`src/rtl/rc_tau_pkg.sv`:
```
package rc_tau_pkg;
  typedef enum logic [2:0] {
    ST_IDLE,
    ST_ARM,
    ST_WAIT_CMP,
    ST_WAIT_EDGE,
    ST_DONE
  } seq_st_e;
endpackage

```
`src/rtl/rc_tau_timer.sv`:
```
module rc_tau_timer #(
  parameter int TW = 16
) (
  input  logic          clk_i,
  input  logic          rst_ni,
  output logic [TW-1:0] cnt_o
);
  always_ff @(posedge clk_i or negedge rst_ni) begin
    if (!rst_ni) cnt_o <= '0;
    else         cnt_o <= cnt_o + TW'(1);
  end
endmodule

```
`src/rtl/rc_tau_edge.sv`:
```
module rc_tau_edge #(
  parameter int STAGES = 2
) (
  input  logic clk_i,
  input  logic rst_ni,
  input  logic async_i,
  output logic rise_o,
  output logic fall_o
);
  logic [STAGES-1:0] sync_q;
  logic              last_q;

  generate
    if (STAGES == 1) begin : g_one
      always_ff @(posedge clk_i or negedge rst_ni) begin
        if (!rst_ni) sync_q <= '0;
        else         sync_q <= async_i;
      end
    end else begin : g_chain
      always_ff @(posedge clk_i or negedge rst_ni) begin
        if (!rst_ni) sync_q <= '0;
        else         sync_q <= {sync_q[STAGES-2:0], async_i};
      end
    end
  endgenerate

  always_ff @(posedge clk_i or negedge rst_ni) begin
    if (!rst_ni) last_q <= 1'b0;
    else         last_q <= sync_q[STAGES-1];
  end

  assign rise_o = sync_q[STAGES-1] & ~last_q;
  assign fall_o = ~sync_q[STAGES-1] & last_q;
endmodule

```
`src/rtl/rc_tau_ctrl.sv`:
```
module rc_tau_ctrl
  import rc_tau_pkg::*;
#(
  parameter int TW         = 16,
  parameter int N_SLOTS    = 10,
  parameter int SETTLE_MUL = 15,
  parameter int FIRST_DIS  = 1000,
  localparam int IW        = $clog2(N_SLOTS)
) (
  input  logic          clk_i,
  input  logic          rst_ni,
  input  logic          start_i,
  input  logic [TW-1:0] timer_i,
  input  logic          rise_i,
  input  logic          fall_i,
  output logic          drive_o,
  output logic          cmp_en_o,
  output logic          done_o,
  output logic          clr_o,
  output logic          cap_o,
  output logic [IW-1:0] cap_idx_o,
  output logic [TW-1:0] cap_cnt_o
);
  seq_st_e       st_q;
  logic [IW-1:0] slot_q;
  logic [TW-1:0] cmp_time_q, prev_chg_q, prev_dis_q;
  logic [TW-1:0] opp_cnt, settle_w;
  logic          dis_phase, hit_edge, last_slot;

  // slot parity selects the phase: even = charge, odd = discharge
  assign dis_phase = slot_q[0];
  assign last_slot = (slot_q == IW'(N_SLOTS - 1));
  assign opp_cnt   = dis_phase ? prev_chg_q : prev_dis_q;
  assign settle_w  = TW'(SETTLE_MUL) * opp_cnt;
  assign hit_edge  = dis_phase ? fall_i : rise_i;

  assign clr_o     = start_i && (st_q == ST_IDLE || st_q == ST_DONE);
  assign cap_o     = (st_q == ST_WAIT_EDGE) && hit_edge;
  assign cap_idx_o = slot_q;
  assign cap_cnt_o = timer_i - cmp_time_q;

  always_ff @(posedge clk_i or negedge rst_ni) begin
    if (!rst_ni) begin
      st_q       <= ST_IDLE;
      slot_q     <= '0;
      cmp_time_q <= '0;
      prev_chg_q <= '0;
      prev_dis_q <= '0;
      drive_o    <= 1'b0;
      cmp_en_o   <= 1'b0;
      done_o     <= 1'b0;
    end else begin
      unique case (st_q)
        ST_IDLE, ST_DONE: begin
          if (start_i) begin
            slot_q     <= '0;
            prev_dis_q <= TW'(FIRST_DIS);
            done_o     <= 1'b0;
            st_q       <= ST_ARM;
          end
        end
        ST_ARM: begin
          cmp_time_q <= timer_i + settle_w;
          if (!dis_phase) cmp_en_o <= 1'b1;
          st_q <= ST_WAIT_CMP;
        end
        ST_WAIT_CMP: begin
          if (timer_i == cmp_time_q) begin
            drive_o <= ~dis_phase;
            st_q    <= ST_WAIT_EDGE;
          end
        end
        ST_WAIT_EDGE: begin
          if (hit_edge) begin
            if (dis_phase) begin
              prev_dis_q <= cap_cnt_o;
              cmp_en_o   <= 1'b0;
            end else begin
              prev_chg_q <= cap_cnt_o;
            end
            if (last_slot) begin
              done_o <= 1'b1;
              st_q   <= ST_DONE;
            end else begin
              slot_q <= slot_q + IW'(1);
              st_q   <= ST_ARM;
            end
          end
        end
        default: st_q <= ST_IDLE;
      endcase
    end
  end

  AST_DRIVE_ON_MATCH: assert property (@(posedge clk_i) disable iff (!rst_ni)
    !$stable(drive_o) |-> $past(st_q == ST_WAIT_CMP));
  AST_CAPT_LEVEL: assert property (@(posedge clk_i) disable iff (!rst_ni)
    cap_o |-> (drive_o == ~dis_phase));
  AST_CAPT_NEXT: assert property (@(posedge clk_i) disable iff (!rst_ni)
    cap_o |=> (st_q == ST_ARM || st_q == ST_DONE));
  AST_EN_ARMED: assert property (@(posedge clk_i) disable iff (!rst_ni)
    (st_q == ST_WAIT_EDGE) |-> cmp_en_o);
  AST_DONE_QUIET: assert property (@(posedge clk_i) disable iff (!rst_ni)
    (st_q == ST_DONE) |-> (!cmp_en_o && !drive_o && done_o));
  AST_DONE_NO_CAP: assert property (@(posedge clk_i) disable iff (!rst_ni)
    done_o |-> !cap_o);
endmodule

```
`src/rtl/rc_tau_store.sv`:
```
module rc_tau_store #(
  parameter int TW      = 16,
  parameter int N_SLOTS = 10,
  localparam int IW     = $clog2(N_SLOTS),
  localparam int SW     = TW + $clog2(N_SLOTS)
) (
  input  logic          clk_i,
  input  logic          rst_ni,
  input  logic          clr_i,
  input  logic          wr_i,
  input  logic [IW-1:0] wr_idx_i,
  input  logic [TW-1:0] wr_cnt_i,
  input  logic [IW-1:0] rd_idx_i,
  output logic [TW-1:0] rd_cnt_o,
  output logic          res_valid_o,
  output logic [IW-1:0] res_idx_o,
  output logic [TW-1:0] res_cnt_o,
  output logic [SW-1:0] chg_sum_o,
  output logic [SW-1:0] dis_sum_o
);
  logic [TW-1:0] mem_q [N_SLOTS];

  for (genvar g = 0; g < N_SLOTS; g++) begin : g_slot
    always_ff @(posedge clk_i or negedge rst_ni) begin
      if (!rst_ni)                                 mem_q[g] <= '0;
      else if (wr_i && wr_idx_i == IW'(g))         mem_q[g] <= wr_cnt_i;
    end
  end

  always_comb begin
    rd_cnt_o = '0;
    for (int i = 0; i < N_SLOTS; i++) begin
      if (rd_idx_i == IW'(i)) rd_cnt_o = mem_q[i];
    end
  end

  always_ff @(posedge clk_i or negedge rst_ni) begin
    if (!rst_ni) begin
      res_valid_o <= 1'b0;
      res_idx_o   <= '0;
      res_cnt_o   <= '0;
      chg_sum_o   <= '0;
      dis_sum_o   <= '0;
    end else begin
      res_valid_o <= wr_i;
      if (clr_i) begin
        chg_sum_o <= '0;
        dis_sum_o <= '0;
      end else if (wr_i) begin
        res_idx_o <= wr_idx_i;
        res_cnt_o <= wr_cnt_i;
        if (wr_idx_i[0]) dis_sum_o <= dis_sum_o + SW'(wr_cnt_i);
        else             chg_sum_o <= chg_sum_o + SW'(wr_cnt_i);
      end
    end
  end

  AST_SLOT_RANGE: assert property (@(posedge clk_i) disable iff (!rst_ni)
    wr_i |-> (wr_idx_i < IW'(N_SLOTS)));
  AST_SUM_CLEAR: assert property (@(posedge clk_i) disable iff (!rst_ni)
    clr_i |=> (chg_sum_o == '0 && dis_sum_o == '0));
  AST_SUM_HOLD: assert property (@(posedge clk_i) disable iff (!rst_ni)
    (!wr_i && !clr_i) |=> ($stable(chg_sum_o) && $stable(dis_sum_o)));
endmodule

```
`src/rtl/rc_tau_seq.sv`:
```
module rc_tau_seq #(
  parameter int TW          = 16,
  parameter int N_SLOTS     = 10,
  parameter int SETTLE_MUL  = 15,
  parameter int FIRST_DIS   = 1000,
  parameter int SYNC_STAGES = 2,
  localparam int IW         = $clog2(N_SLOTS),
  localparam int SW         = TW + $clog2(N_SLOTS)
) (
  input  logic          clk_i,
  input  logic          rst_ni,
  input  logic          start_i,
  input  logic          cmp_i,
  output logic          drive_o,
  output logic          cmp_en_o,
  output logic          done_o,
  output logic          res_valid_o,
  output logic [IW-1:0] res_idx_o,
  output logic [TW-1:0] res_cnt_o,
  input  logic [IW-1:0] rd_idx_i,
  output logic [TW-1:0] rd_cnt_o,
  output logic [SW-1:0] chg_sum_o,
  output logic [SW-1:0] dis_sum_o
);
  logic [TW-1:0] timer;
  logic          rise, fall, clr, cap;
  logic [IW-1:0] cap_idx;
  logic [TW-1:0] cap_cnt;

  rc_tau_timer #(.TW(TW)) i_timer (
    .clk_i (clk_i),
    .rst_ni(rst_ni),
    .cnt_o (timer)
  );

  rc_tau_edge #(.STAGES(SYNC_STAGES)) i_edge (
    .clk_i  (clk_i),
    .rst_ni (rst_ni),
    .async_i(cmp_i),
    .rise_o (rise),
    .fall_o (fall)
  );

  rc_tau_ctrl #(
    .TW        (TW),
    .N_SLOTS   (N_SLOTS),
    .SETTLE_MUL(SETTLE_MUL),
    .FIRST_DIS (FIRST_DIS)
  ) i_ctrl (
    .clk_i    (clk_i),
    .rst_ni   (rst_ni),
    .start_i  (start_i),
    .timer_i  (timer),
    .rise_i   (rise),
    .fall_i   (fall),
    .drive_o  (drive_o),
    .cmp_en_o (cmp_en_o),
    .done_o   (done_o),
    .clr_o    (clr),
    .cap_o    (cap),
    .cap_idx_o(cap_idx),
    .cap_cnt_o(cap_cnt)
  );

  rc_tau_store #(.TW(TW), .N_SLOTS(N_SLOTS)) i_store (
    .clk_i      (clk_i),
    .rst_ni     (rst_ni),
    .clr_i      (clr),
    .wr_i       (cap),
    .wr_idx_i   (cap_idx),
    .wr_cnt_i   (cap_cnt),
    .rd_idx_i   (rd_idx_i),
    .rd_cnt_o   (rd_cnt_o),
    .res_valid_o(res_valid_o),
    .res_idx_o  (res_idx_o),
    .res_cnt_o  (res_cnt_o),
    .chg_sum_o  (chg_sum_o),
    .dis_sum_o  (dis_sum_o)
  );
endmodule

```
`config.mk`:
```
export PLATFORM = sky130hd
export DESIGN_NAME = rc_tau_seq
export DESIGN_NICKNAME = d
export VERILOG_FILES = /design/src/rtl/rc_tau_pkg.sv /design/src/rtl/rc_tau_timer.sv /design/src/rtl/rc_tau_edge.sv /design/src/rtl/rc_tau_ctrl.sv /design/src/rtl/rc_tau_store.sv /design/src/rtl/rc_tau_seq.sv
export SDC_FILE = /design/constraint.sdc
export NUM_CORES = 1
export LEC_CHECK = 0
export CAP_MARGIN = 20
export CELL_PAD_IN_SITES_DETAIL_PLACEMENT = 1
export CELL_PAD_IN_SITES_GLOBAL_PLACEMENT = 2
export CORE_MARGIN = 2
export CORE_UTILIZATION = 42
export CTS_CLUSTER_SIZE = 8
export DETAILED_ROUTE_END_ITERATION = 12
export HOLD_SLACK_MARGIN = 0.06
export PLACE_DENSITY = 0.94
export SYNTH_ARGS = -nofsm -noshare
export SYNTH_HDL_FRONTEND = slang
export SYNTH_SLANG_ARGS = --single-unit
```
`constraint.sdc`:
```
create_clock -name clk_i -period 11.5 [get_ports clk_i]
set_input_delay 1.725 -clock clk_i [delete_from_list [all_inputs] [get_ports clk_i]]
set_output_delay 1.725 -clock clk_i [all_outputs]
set_load 0.005 [all_outputs]
```
==> metrics.md <==
| Metric | Value |
|---|---|
| Top cells by count, synth | dfrtp_1, nand2_1, o21ai_0 |
| Clock root cell | clkbuf_16 |
| Avg WL per Cell | 20.2 um |
| CTS resizes | 0 |
| First-pass GRT wire length | 76.7 mm |
| Crit path required time | 9780 ps |
| Number of enable flip-flop cells after synthesis | 0 |
| Cell taking the most area after synthesis | dfrtp_1 |
| Most used routing layer | met2 |
| Gpl congestion | 0.821 |
| Global routing usage on met2 | 41.9% |
| Clock Path Buffers | 3 |
| Max Fclk | 153 MHz |
| Crit start category | input pin |
| CP max stage cell | clkdlybuf4s50_1 |
| Reg-to-Reg End | i_ctrl.cmp_time_q[14] |
| Drt pass-1 iters | 4 |
| Total CTS buffers | 43 |
| Cell breakdown of the critical path | clkdlybuf4s50_1 > nor2b_1 > nand2_1 > nor2_1 > a221oi_1 > o21ai_0 > o221a_2 > clkdlybuf4s50_1 |
| Share of the synthesized area in the top cell type | 45.6% |
| Avg Inst Size Synth | 9.44 um^2 |
| Worst path most repeated cell | clkdlybuf4s50_1 |
| Met1 Usage GRT | 29.9% |
| Final Skew | 18.8 ps |
| Synth Register Bits | 298 |
| MaxCap Viol Count | 0 |
| Die area | 0.0405 mm^2 |
| Endpoints failing setup | 0 |
| Slew margin rel. | 25.7% |
| Fin crit share | 56.8% |
| Cell Area, Synth | 0.0163 mm^2 |
| Final nets | 1,922 |
| CP endpoint kind | primary output |
| Worst-path maximum fanout | 18 |
| Met3 Use GR | 3.47% |
| Setup bufs post-CTS | 0 |
| Vias in the first global route | 14,200 |
| Initial Utilization | 42.4% |
| Register area share after synthesis | 45.6% |
| Hold WC Path Type | reg2reg |
| Largest stage delay, worst path | 760 ps |
| H-tree lvl count | 2 |
| Core area | 0.0386 mm^2 |
| Count of pins over their slew limit | 0 |
| HP Start | i_edge.sync_q[0] |
| Final antenna-violating net count | 0 |
| FF-to-FF setup slack | 5880 ps |
| Worst-Skew Late Latency | 570 ps |
| Post-layout min period | 6530 ps |
| Remaining Overflow, GRT | 0 |
| Fraction of registers with async set/reset | 100% |
| Row count | 72 |
| Syn Nets | 1,853 |
| Most frequent cell after synthesis | dfrtp_1 |
| Area contributors post-synth | dfrtp_1, o21ai_0, nand2_1 |
| Yosys warns | 0 |
| GRT Resource Usage Total | 23.7% |
| RSZ-0062 raised after global routing | no |
| N_diodes | 0 |
| Initial DRC Count | 613 |
| Ratio of cells with drive above 1 in the final layout | 7.70% |
| Via count of the routed design | 12,900 |
| CTS tree | done |
| Port bufs | 87 |
| CTS Hold Buffers Added | 0 |
| Reg2Reg Depth | 15 |
| R2R Path Start | i_ctrl.cap_idx_o[0] |
| Die W | 201 um |
| Hold Path End | i_edge.sync_q[1] |
| Largest net degree at the start of global routing | 177 |
| DP Wirelength | 30.9 mm |
| Status | finished, final reports clean |
| Primary FF master, synth | dfrtp_1 |
| CP Class | in2out |
| Fin Setup TNS | 0 ps |
| Worst-Margin Slew | 1090 ps |
| IO Count | 88 |
| WHS Path Cells | 0 |
| Post-Synthesis Cells | 1,732 |
| Vias per std cell | 5.55 |
| Die H | 201 um |
| Number of clock sinks | 298 |
| Worst-path clk slew | 50 ps |
| Initial antenna violation count | 0 |
| Remaining DRCs | 0 |
| Arrival time of the worst setup path | 4800 ps |
| Area Overhead vs Synth | 16.1% |
| Hold Vio Cnt, Final | 0 |
| Final WL | 46.9 mm |
| Synth cell types | 63 |
==> metal layers <==
metal	part of all wire (%)	vias up
li1	-	6037
met1	43	6540
met2	50	223
met3	3.4	91
met4	3.3	0
met5	0	-
==> worst max-delay path, delay by kind of cell <==
| kind | cells | cell delay [ps] |
|---|---|---|
| AND/OR/NAND/NOR | 3 | 1210 |
| AO/OA/AOI/OAI | 3 | 580 |
| buffers and inverters | 2 | 1270 |
==> state kept, by name, summed over array words and instances (netlist names) <==
register	count
i_store.res_idx_o	4
i_store.dis_sum_o	20
i_ctrl.cmp_time_q	16
i_store.res_cnt_o	16
i_ctrl.st_q	3
i_ctrl.cmp_en_o	1
i_ctrl.prev_chg_q	16
i_store.res_valid_o	1
i_edge.sync_q	2
i_ctrl.drive_o	1
i_store.mem_q	160
i_ctrl.done_o	1
i_timer.cnt_o	16
i_edge.last_q	1
i_ctrl.prev_dis_q	16
i_store.chg_sum_o	20
i_ctrl.cap_idx_o	4
==> worst max path at each step <==
stage | start | endpoint | slack (ps) | cells past startpoint
floorplan | rd_idx_i[0] | rd_cnt_o[14] | 6450 | 9
global placement | rd_idx_i[3] | rd_cnt_o[1] | 5010 | 8
detailed placement | rd_idx_i[3] | rd_cnt_o[1] | 4960 | 8
CTS | rd_idx_i[3] | rd_cnt_o[1] | 4930 | 8
global route | rd_idx_i[3] | rd_cnt_o[1] | 4690 | 8
finish | rd_idx_i[3] | rd_cnt_o[1] | 4970 | 8
==> cell families after synthesis <==
family / synth area share (%)
simple gates: 13.4
compound gates: 16.4
mux: 4.46
buf+inv: 5.40
flops: 45.6
xor+xnor: 4.22
fa+ha+maj: 10.5
==> cells in the final DEF, fill, tap and decap left out, types with 4 or more instances in the layout <==
cell	n
a2111oi_0	4
a211oi_1	10
a21o_1	24
a21oi_1	75
a222oi_1	10
a31oi_1	8
and3_1	5
buf_4	26
clkbuf_16	43
clkdlybuf4s50_1	85
dfrtp_1	298
fa_1	41
ha_1	72
inv_1	133
mux2_2	19
mux2i_1	20
mux4_2	14
nand2_1	273
nand2b_1	17
nand3_1	75
nand3b_1	5
nand4_1	14
nor2_1	57
nor2b_1	9
nor3_1	22
o211ai_1	5
o21a_1	9
o21ai_0	265
o21ai_1	5
o21ai_2	9
o21bai_1	6
o31ai_1	6
or3_1	5
xnor2_1	47
xor2_1	30
==> metrics by stage <==
stage	instance area [um^2]	setup slack [ps]	instances	hold WS (ps)	util, %
floorplan	16300	6450	1732	331	-
global placement	17700	5010	2268	334	45.9
detailed placement	17700	4960	2268	354	45.9
CTS	18900	4930	2317	365	48.9
global route	19000	4690	2323	365	49.2
finish	19000	4970	2323	359	49.2
==> final cells by class <==
class / count / area (um^2)
clock buffers: 45 / 1090
clock inverters: 4 / 60.1
fillers: 4397 / 19600
inverters: 135 / 507
multi-input cells: 1203 / 8010
flip-flops and latches: 298 / 7460
well taps: 518 / 648
repair buffers: 120 / 1200
Power is left out: the tool's default activity adds up to more than one toggle a clock period on the data nets, which glitch-free logic cannot reach.
